===== src/rtl/blkmov_pkg.sv =====
`timescale 1ns/1ps
package blkmov_pkg;

    parameter int OFS_W    = 16;
    parameter int BANK_W   = 8;
    parameter int DATA_W   = 8;
    parameter int NARROW_W = 8;
    parameter int ADDR_W   = BANK_W + OFS_W;

    typedef enum logic [2:0] {
        PH_IDLE,
        PH_READ,
        PH_WRITE,
        PH_PAD,
        PH_DONE
    } phase_e;

    typedef struct packed {
        logic [OFS_W-1:0]  x;
        logic [OFS_W-1:0]  y;
        logic [OFS_W-1:0]  c;
        logic [BANK_W-1:0] db;
        logic [BANK_W-1:0] sb;
        logic              down;
        logic              narrow;
    } ctx_t;

    // Clear the upper bits of an offset when only the narrow index is in use.
    function automatic logic [OFS_W-1:0] clip_ofs(input logic [OFS_W-1:0] v,
                                                  input logic narrow);
        logic [OFS_W-1:0] r;
        r = v;
        if (narrow) r[OFS_W-1:NARROW_W] = '0;
        return r;
    endfunction

    // Move an offset one step. It wraps inside its own width and never reaches the bank.
    function automatic logic [OFS_W-1:0] step_ofs(input logic [OFS_W-1:0] v,
                                                  input logic down,
                                                  input logic narrow);
        logic [OFS_W-1:0] n;
        n = down ? v - 1'b1 : v + 1'b1;
        return clip_ofs(n, narrow);
    endfunction

endpackage


===== src/rtl/blkmov_seq.sv =====
`timescale 1ns/1ps
module blkmov_seq
    import blkmov_pkg::*;
#(
    parameter int BYTE_CYCLES = 7
) (
    input  logic   clk,
    input  logic   rst,
    input  logic   start_req,
    input  logic   mem_ready,
    input  logic   last,
    output phase_e phase,
    output logic   load,
    output logic   rd_ack,
    output logic   wr_ack
);

    localparam int PADS     = (BYTE_CYCLES > 2) ? BYTE_CYCLES - 2 : 0;
    localparam int PAD_W    = (PADS > 1) ? $clog2(PADS) : 1;
    localparam int PAD_LOAD = (PADS > 0) ? PADS - 1 : 0;

    phase_e           ph_q, ph_d;
    logic [PAD_W-1:0] pad_q;
    logic             pad_end;

    assign phase   = ph_q;
    assign load    = (ph_q == PH_IDLE)  && start_req;
    assign rd_ack  = (ph_q == PH_READ)  && mem_ready;
    assign wr_ack  = (ph_q == PH_WRITE) && mem_ready;
    assign pad_end = (pad_q == '0);

    always_comb begin
        ph_d = ph_q;
        unique case (ph_q)
            PH_IDLE:  if (start_req) ph_d = PH_READ;
            PH_READ:  if (mem_ready) ph_d = PH_WRITE;
            PH_WRITE: begin
                if (mem_ready) begin
                    if (last)          ph_d = PH_DONE;
                    else if (PADS > 0) ph_d = PH_PAD;
                    else               ph_d = PH_READ;
                end
            end
            PH_PAD:   if (pad_end) ph_d = PH_READ;
            PH_DONE:  ph_d = PH_IDLE;
            default:  ph_d = PH_IDLE;
        endcase
    end

    always_ff @(posedge clk) begin
        if (rst) begin
            ph_q  <= PH_IDLE;
            pad_q <= '0;
        end else begin
            ph_q <= ph_d;
            if (wr_ack)
                pad_q <= PAD_W'(PAD_LOAD);
            else if (ph_q == PH_PAD && !pad_end)
                pad_q <= pad_q - 1'b1;
        end
    end

endmodule


===== src/rtl/blkmov_ctx.sv =====
`timescale 1ns/1ps
module blkmov_ctx
    import blkmov_pkg::*;
(
    input  logic              clk,
    input  logic              rst,
    input  logic              load,
    input  logic              advance,
    input  logic [BANK_W-1:0] src_bank,
    input  logic [BANK_W-1:0] dst_bank,
    input  logic [OFS_W-1:0]  x_in,
    input  logic [OFS_W-1:0]  y_in,
    input  logic [OFS_W-1:0]  c_in,
    input  logic              down,
    input  logic              narrow,
    output ctx_t              ctx,
    output logic              last
);

    ctx_t ctx_q;

    assign ctx  = ctx_q;
    assign last = (ctx_q.c == '0);

    always_ff @(posedge clk) begin
        if (rst) begin
            ctx_q <= '0;
        end else if (load) begin
            ctx_q.x      <= clip_ofs(x_in, narrow);
            ctx_q.y      <= clip_ofs(y_in, narrow);
            ctx_q.c      <= c_in;
            ctx_q.db     <= dst_bank;
            ctx_q.sb     <= src_bank;
            ctx_q.down   <= down;
            ctx_q.narrow <= narrow;
        end else if (advance) begin
            ctx_q.x <= step_ofs(ctx_q.x, ctx_q.down, ctx_q.narrow);
            ctx_q.y <= step_ofs(ctx_q.y, ctx_q.down, ctx_q.narrow);
            ctx_q.c <= ctx_q.c - 1'b1;
        end
    end

endmodule


===== src/rtl/blkmov_port.sv =====
`timescale 1ns/1ps
module blkmov_port
    import blkmov_pkg::*;
(
    input  logic              clk,
    input  logic              rst,
    input  phase_e            phase,
    input  ctx_t              ctx,
    input  logic              rd_ack,
    input  logic [DATA_W-1:0] mem_rdata,
    output logic [ADDR_W-1:0] mem_addr,
    output logic              mem_rd,
    output logic              mem_wr,
    output logic [DATA_W-1:0] mem_wdata
);

    logic [DATA_W-1:0] data_q;

    always_ff @(posedge clk) begin
        if (rst)         data_q <= '0;
        else if (rd_ack) data_q <= mem_rdata;
    end

    always_comb begin
        mem_rd   = (phase == PH_READ);
        mem_wr   = (phase == PH_WRITE);
        mem_addr = '0;
        if (mem_rd)      mem_addr = {ctx.sb, ctx.x};
        else if (mem_wr) mem_addr = {ctx.db, ctx.y};
    end

    assign mem_wdata = data_q;

endmodule


===== src/rtl/blkmov_engine.sv =====
`timescale 1ns/1ps
module blkmov_engine
    import blkmov_pkg::*;
#(
    parameter int BYTE_CYCLES = 7
) (
    input  logic              clk,
    input  logic              rst,
    input  logic              start_req,
    input  logic              dir_down,
    input  logic              narrow_idx,
    input  logic [BANK_W-1:0] src_bank,
    input  logic [BANK_W-1:0] dst_bank,
    input  logic [OFS_W-1:0]  x_in,
    input  logic [OFS_W-1:0]  y_in,
    input  logic [OFS_W-1:0]  c_in,
    output logic [ADDR_W-1:0] mem_addr,
    output logic              mem_rd,
    output logic              mem_wr,
    output logic [DATA_W-1:0] mem_wdata,
    input  logic [DATA_W-1:0] mem_rdata,
    input  logic              mem_ready,
    output logic              busy,
    output logic              done,
    output logic [OFS_W-1:0]  x_out,
    output logic [OFS_W-1:0]  y_out,
    output logic [OFS_W-1:0]  c_out,
    output logic [BANK_W-1:0] db_out
);

    phase_e phase;
    ctx_t   ctx_q;
    logic   load, rd_ack, wr_ack, last;

    blkmov_seq #(.BYTE_CYCLES(BYTE_CYCLES)) u_seq (
        .clk       (clk),
        .rst       (rst),
        .start_req (start_req),
        .mem_ready (mem_ready),
        .last      (last),
        .phase     (phase),
        .load      (load),
        .rd_ack    (rd_ack),
        .wr_ack    (wr_ack)
    );

    blkmov_ctx u_ctx (
        .clk      (clk),
        .rst      (rst),
        .load     (load),
        .advance  (wr_ack),
        .src_bank (src_bank),
        .dst_bank (dst_bank),
        .x_in     (x_in),
        .y_in     (y_in),
        .c_in     (c_in),
        .down     (dir_down),
        .narrow   (narrow_idx),
        .ctx      (ctx_q),
        .last     (last)
    );

    blkmov_port u_port (
        .clk       (clk),
        .rst       (rst),
        .phase     (phase),
        .ctx       (ctx_q),
        .rd_ack    (rd_ack),
        .mem_rdata (mem_rdata),
        .mem_addr  (mem_addr),
        .mem_rd    (mem_rd),
        .mem_wr    (mem_wr),
        .mem_wdata (mem_wdata)
    );

    assign busy   = (phase != PH_IDLE);
    assign done   = (phase == PH_DONE);
    assign x_out  = ctx_q.x;
    assign y_out  = ctx_q.y;
    assign c_out  = ctx_q.c;
    assign db_out = ctx_q.db;

endmodule


===== config.mk =====
export PLATFORM = sky130hd
export DESIGN_NAME = blkmov_engine
export DESIGN_NICKNAME = d
export VERILOG_FILES = /design/src/rtl/blkmov_pkg.sv /design/src/rtl/blkmov_seq.sv /design/src/rtl/blkmov_ctx.sv /design/src/rtl/blkmov_port.sv /design/src/rtl/blkmov_engine.sv
export SDC_FILE = /design/constraint.sdc
export NUM_CORES = 1
export LEC_CHECK = 0
export BUFFER_PORTS_ARGS = -buffer_cell sky130_fd_sc_hd__buf_4
export CAP_MARGIN = 20
export CORE_UTILIZATION = 30
export DETAILED_ROUTE_END_ITERATION = 16
export PLACE_DENSITY = 0.54
export SLEW_MARGIN = 25
export SYNTH_ARGS = -nofsm -noshare
export SYNTH_HDL_FRONTEND = slang
export SYNTH_SLANG_ARGS = --single-unit

===== constraint.sdc =====
create_clock -name clk -period 5.6 [get_ports clk]
set_input_delay 1.12 -clock clk [delete_from_list [all_inputs] [get_ports clk]]
set_output_delay 1.12 -clock clk [all_outputs]
set_load 0.03 [all_outputs]

==> results.py <==
metrics = {
    "job": {
        "cap_violations": 0,
    },
    "cts": {
        "cts_resized": 0,
        "cts_made_buffers": 9,
        "clkLatencyLatePin_ns": 0.35,
        "clock_tree.htree_level_count": 3,
        "cts-hold-fix-buffers": 0,
        "largest_buffer_count_on_any_clock_path": 2,
        "postCtsSetupRepairBufs": 0,
        "clock_tree_from_tritoncts": "built",
        "cts_root_buffer": "sky130_fd_sc_hd__clkbuf_16",
        "clkSinkCount": 80,
        "clk_transition_reported_paths_ns": 0.07,
    },
    "setup_path": {
        "critical_path.reg2reg.endpoint": "u_ctx.ctx[48]",
        "critical-path-top-delay-family": "buffers and inverters",
        "critPathKind": "reg2out",
        "crit_fanout": 25,
        "crit_path_start_kind": "register",
        "cp_num_buf_inv": 2,
        "critical_path.reg2reg.startpoint": "u_ctx.ctx[1]",
        "worst-r2r-setup-slack_ns": 2.61,
        "critPathCaptureType": "primary output",
        "critical_path_arrival_ns": 2.56,
        "ff2ff_path_depth": 7,
        "worst_path_max_delay_cell": "sky130_fd_sc_hd__clkinv_1",
        "critPathRequiredTime_ns": 4.48,
        "crit_chain": "nor2_2, nand2_1, clkinv_1, a22o_1, buf_4",
        "crit_path_max_incr_delay_ns": 0.79,
    },
    "detailed_routing": {
        "drt.antenna.violating_nets": 0,
        "initialDrtViolationCount": 321,
        "detail_route.wirelength_um": 17640,
        "detail_route.drc_violations": 0,
        "viasPerCell": 5.218,
        "vias": 5479,
        "routed_wire_length_per_instance_um": 16.80,
        "detailedRoute.firstPassIterationCount": 5,
    },
    "final_layout": {
        "post-route-util_pct": 37.90,
        "antenna_cells_inserted": 0,
        "fraction_of_final_layout_cells_sized_beyond_drive_strength_1_pct": 25.86,
        "area_growth_syn_to_layout_pct": 23.89,
        "num-nets-final": 922,
        "finish.cell_count_without_fillers": 1050,
        "multiInputGateArea_um2": 3468,
        "seq_cell_area_um2": 1602,
        "layout.filler_cells": 1969,
    },
    "floorplanning": {
        "fp.dieArea_um2": 19570,
        "floorplan.die.width_um": 139.9,
        "initial_core_util_pct": 30.59,
        "fp.dieH_um": 139.9,
        "placeable_core_area_um2": 18640,
        "ioPinCount": 170,
        "std_cell_rows": 50,
    },
    "synth": {
        "yosysSeqAreaShare_pct": 28.08,
        "synth_enable_flop_cells": 0,
        "synthesis.area_um2": 5703,
        "synth_top_family_by_area": "compound AO/OA/AOI/OAI gates",
        "yosys_register_bits": 80,
        "synth_adder_area_share_pct": 7.503,
        "synthesized_area_fraction_occupied_by_ao_oa_aoi_and_oai_cells_pct": 28.26,
        "async_reset_ff_share_pct": 0,
        "dominantRegCellSynth": "sky130_fd_sc_hd__dfxtp_1",
        "post_synth_mux_area_share_pct": 0.5485,
        "synth-simple-area-share_pct": 19.15,
        "syn_nets": 835,
        "synth-warning-count": 0,
        "synth_area_per_cell_um2": 7.877,
        "synth.distinct_cells": 67,
        "synth_xor_xnor_area_share_pct": 5.068,
        "synthesis.instances": 724,
    },
    "timing": {
        "fmaxAchievable_ghz": 0.2719,
        "post-route-min-period_ns": 3.678,
        "finalSetupViolCount": 0,
        "final_critical_path_share_of_the_clock_period_pct": 65.68,
        "fin_worst_skew_ns": 0.01071,
        "setup-tns-final_ns": 0,
        "hold_viol": 0,
        "timing_max_transition_violations_final": 0,
        "fin_worst_hold_slack_ns": 0.4543,
        "tightestPinTransition_ns": 1.005,
        "unrepaired_setup_endpoints_after_global_routing": "no",
        "worst_slew_margin_rel_pct": 32.61,
    },
    "place": {
        "dp.cells": 1034,
        "place.gp.congestion": 0.8157,
        "place_hpwl_um": 12700,
        "port-buffer-count": 169,
    },
    "power_and_ir_drop": {
        "leakage_nw": 3.008,
        "power.density_cell_area_nw_per_um2": 363.7,
        "vdd_drop_max_v": 0.0001349,
    },
    "hold_path": {
        "worst_hold_path.num_cells": 2,
        "min_delay_worst_type": "reg2reg",
        "hold_path.startpoint": "u_port.mem_wdata[4]",
        "hold-path-endpoint": "u_port.mem_wdata[4]",
    },
    "grt": {
        "largest_net_degree_at_the_start_of_global_routing": 81,
        "grt_antenna_before_repair": 0,
        "overflow_after_grt": 0,
        "number_of_global_route_vias_before_repair": 5087,
        "globalRouteTotalUtil_pct": 18.19,
        "grt_pass1_wl_um": 27950,
    },
    "run_status": {
        "run_status": "finished, final reports clean",
    },
}
[worst max-delay path by stage]
stage / to / depth (start not counted) / start
floorplan: mem_addr[14] / 4 / u_seq.phase[1]
global placement: mem_addr[10] / 5 / u_seq.phase[0]
detailed placement: mem_addr[2] / 5 / u_seq.phase[0]
CTS: mem_addr[2] / 5 / u_seq.phase[0]
global route: mem_addr[2] / 5 / u_seq.phase[0]
finish: mem_addr[2] / 5 / u_seq.phase[0]
[cells in the final DEF (no fill, tap or decap), drive strengths merged, types with 10 or more instances in the layout]
cell	synthesis	final
o211ai	11	11
a22o	25	25
nor2	61	61
inv	10	10
dfxtp	80	80
buf	70	174
a211oi	34	34
ha	31	31
nor3	21	21
a21oi	65	65
o21ai	33	33
clkbuf	28	11
nand2	86	86
xnor2	26	26
a21o	14	14
[synthesized netlist by cell type, types with 19 or more instances]
cell                        n  share of area (%)
sky130_fd_sc_hd__buf_4     57                7.5
sky130_fd_sc_hd__a22o_1    25                3.8
sky130_fd_sc_hd__o21ai_0   32                2.8
sky130_fd_sc_hd__nor3_1    19                1.7
sky130_fd_sc_hd__a211oi_1  34                4.5
sky130_fd_sc_hd__clkbuf_1  28                1.8
sky130_fd_sc_hd__xnor2_1   26                4.0
sky130_fd_sc_hd__nor2_1    59                3.9
sky130_fd_sc_hd__nand2_1   86                5.7
sky130_fd_sc_hd__ha_1      31                6.8
sky130_fd_sc_hd__a21oi_1   64                5.6
sky130_fd_sc_hd__dfxtp_1   80                 28
[state kept, by name (all words and copies together), names as in the netlist]
signal and flops:
u_ctx.ctx 66, u_port.mem_wdata 8, u_seq.pad_q 3, u_seq.phase 3
[routing by layer]
layer  track usage [%]  vias to the layer above  wire length, um
li1                  -                     2766                -
met1             24.70                     2554             8485
met5                 0                        -                0
met3             3.407                       13              927
met2             29.00                      146             8008
met4             5.610                        0              222
[through the flow]
step	total power, mW	cell area, um2	setup WS [ns]
2_1_floorplan	1.595	5703	2.683
3_3_place_gp	1.868	6709	2.323
3_5_place_dp	1.870	6709	2.289
4_1_cts	2.589	7064	1.913
5_1_grt	2.720	7066	1.765
6_report	2.570	7066	1.922
[report_power, final]
part           internal (mW)  total (mW)  switching [mW]
clock                  0.460       0.713           0.253
sequential             0.658       0.785           0.127
combinational          0.412        1.07           0.660
total                   1.53        2.57            1.04
[final cells by class]
type / instances / share of cell area (%)
Inverter: 11 / 0.5844
Tap cell: 234 / 4.144
Multi-Input combinational cell: 535 / 49.09
Clock buffer: 11 / 3.577
Clock inverter: 5 / 1.452
Timing Repair Buffer: 174 / 18.49
Sequential cell: 80 / 22.67
[tightest hold or removal path, cell delays in order, from the launching register on]
cell and delay [ns]:
sky130_fd_sc_hd__dfxtp_1 0.31, sky130_fd_sc_hd__nand2_1 0.05, sky130_fd_sc_hd__a21oi_1 0.05
[cell families (layout without fill, tap and decap cells)]
logic type,count (synthesis),after routing
flops,80,80
compound gates,241,241
xor+xnor,33,33
mux,3,3
fa+ha+maj,33,33
buf+inv,109,201
simple gates,225,225
Power figures use the tool's default switching activity.
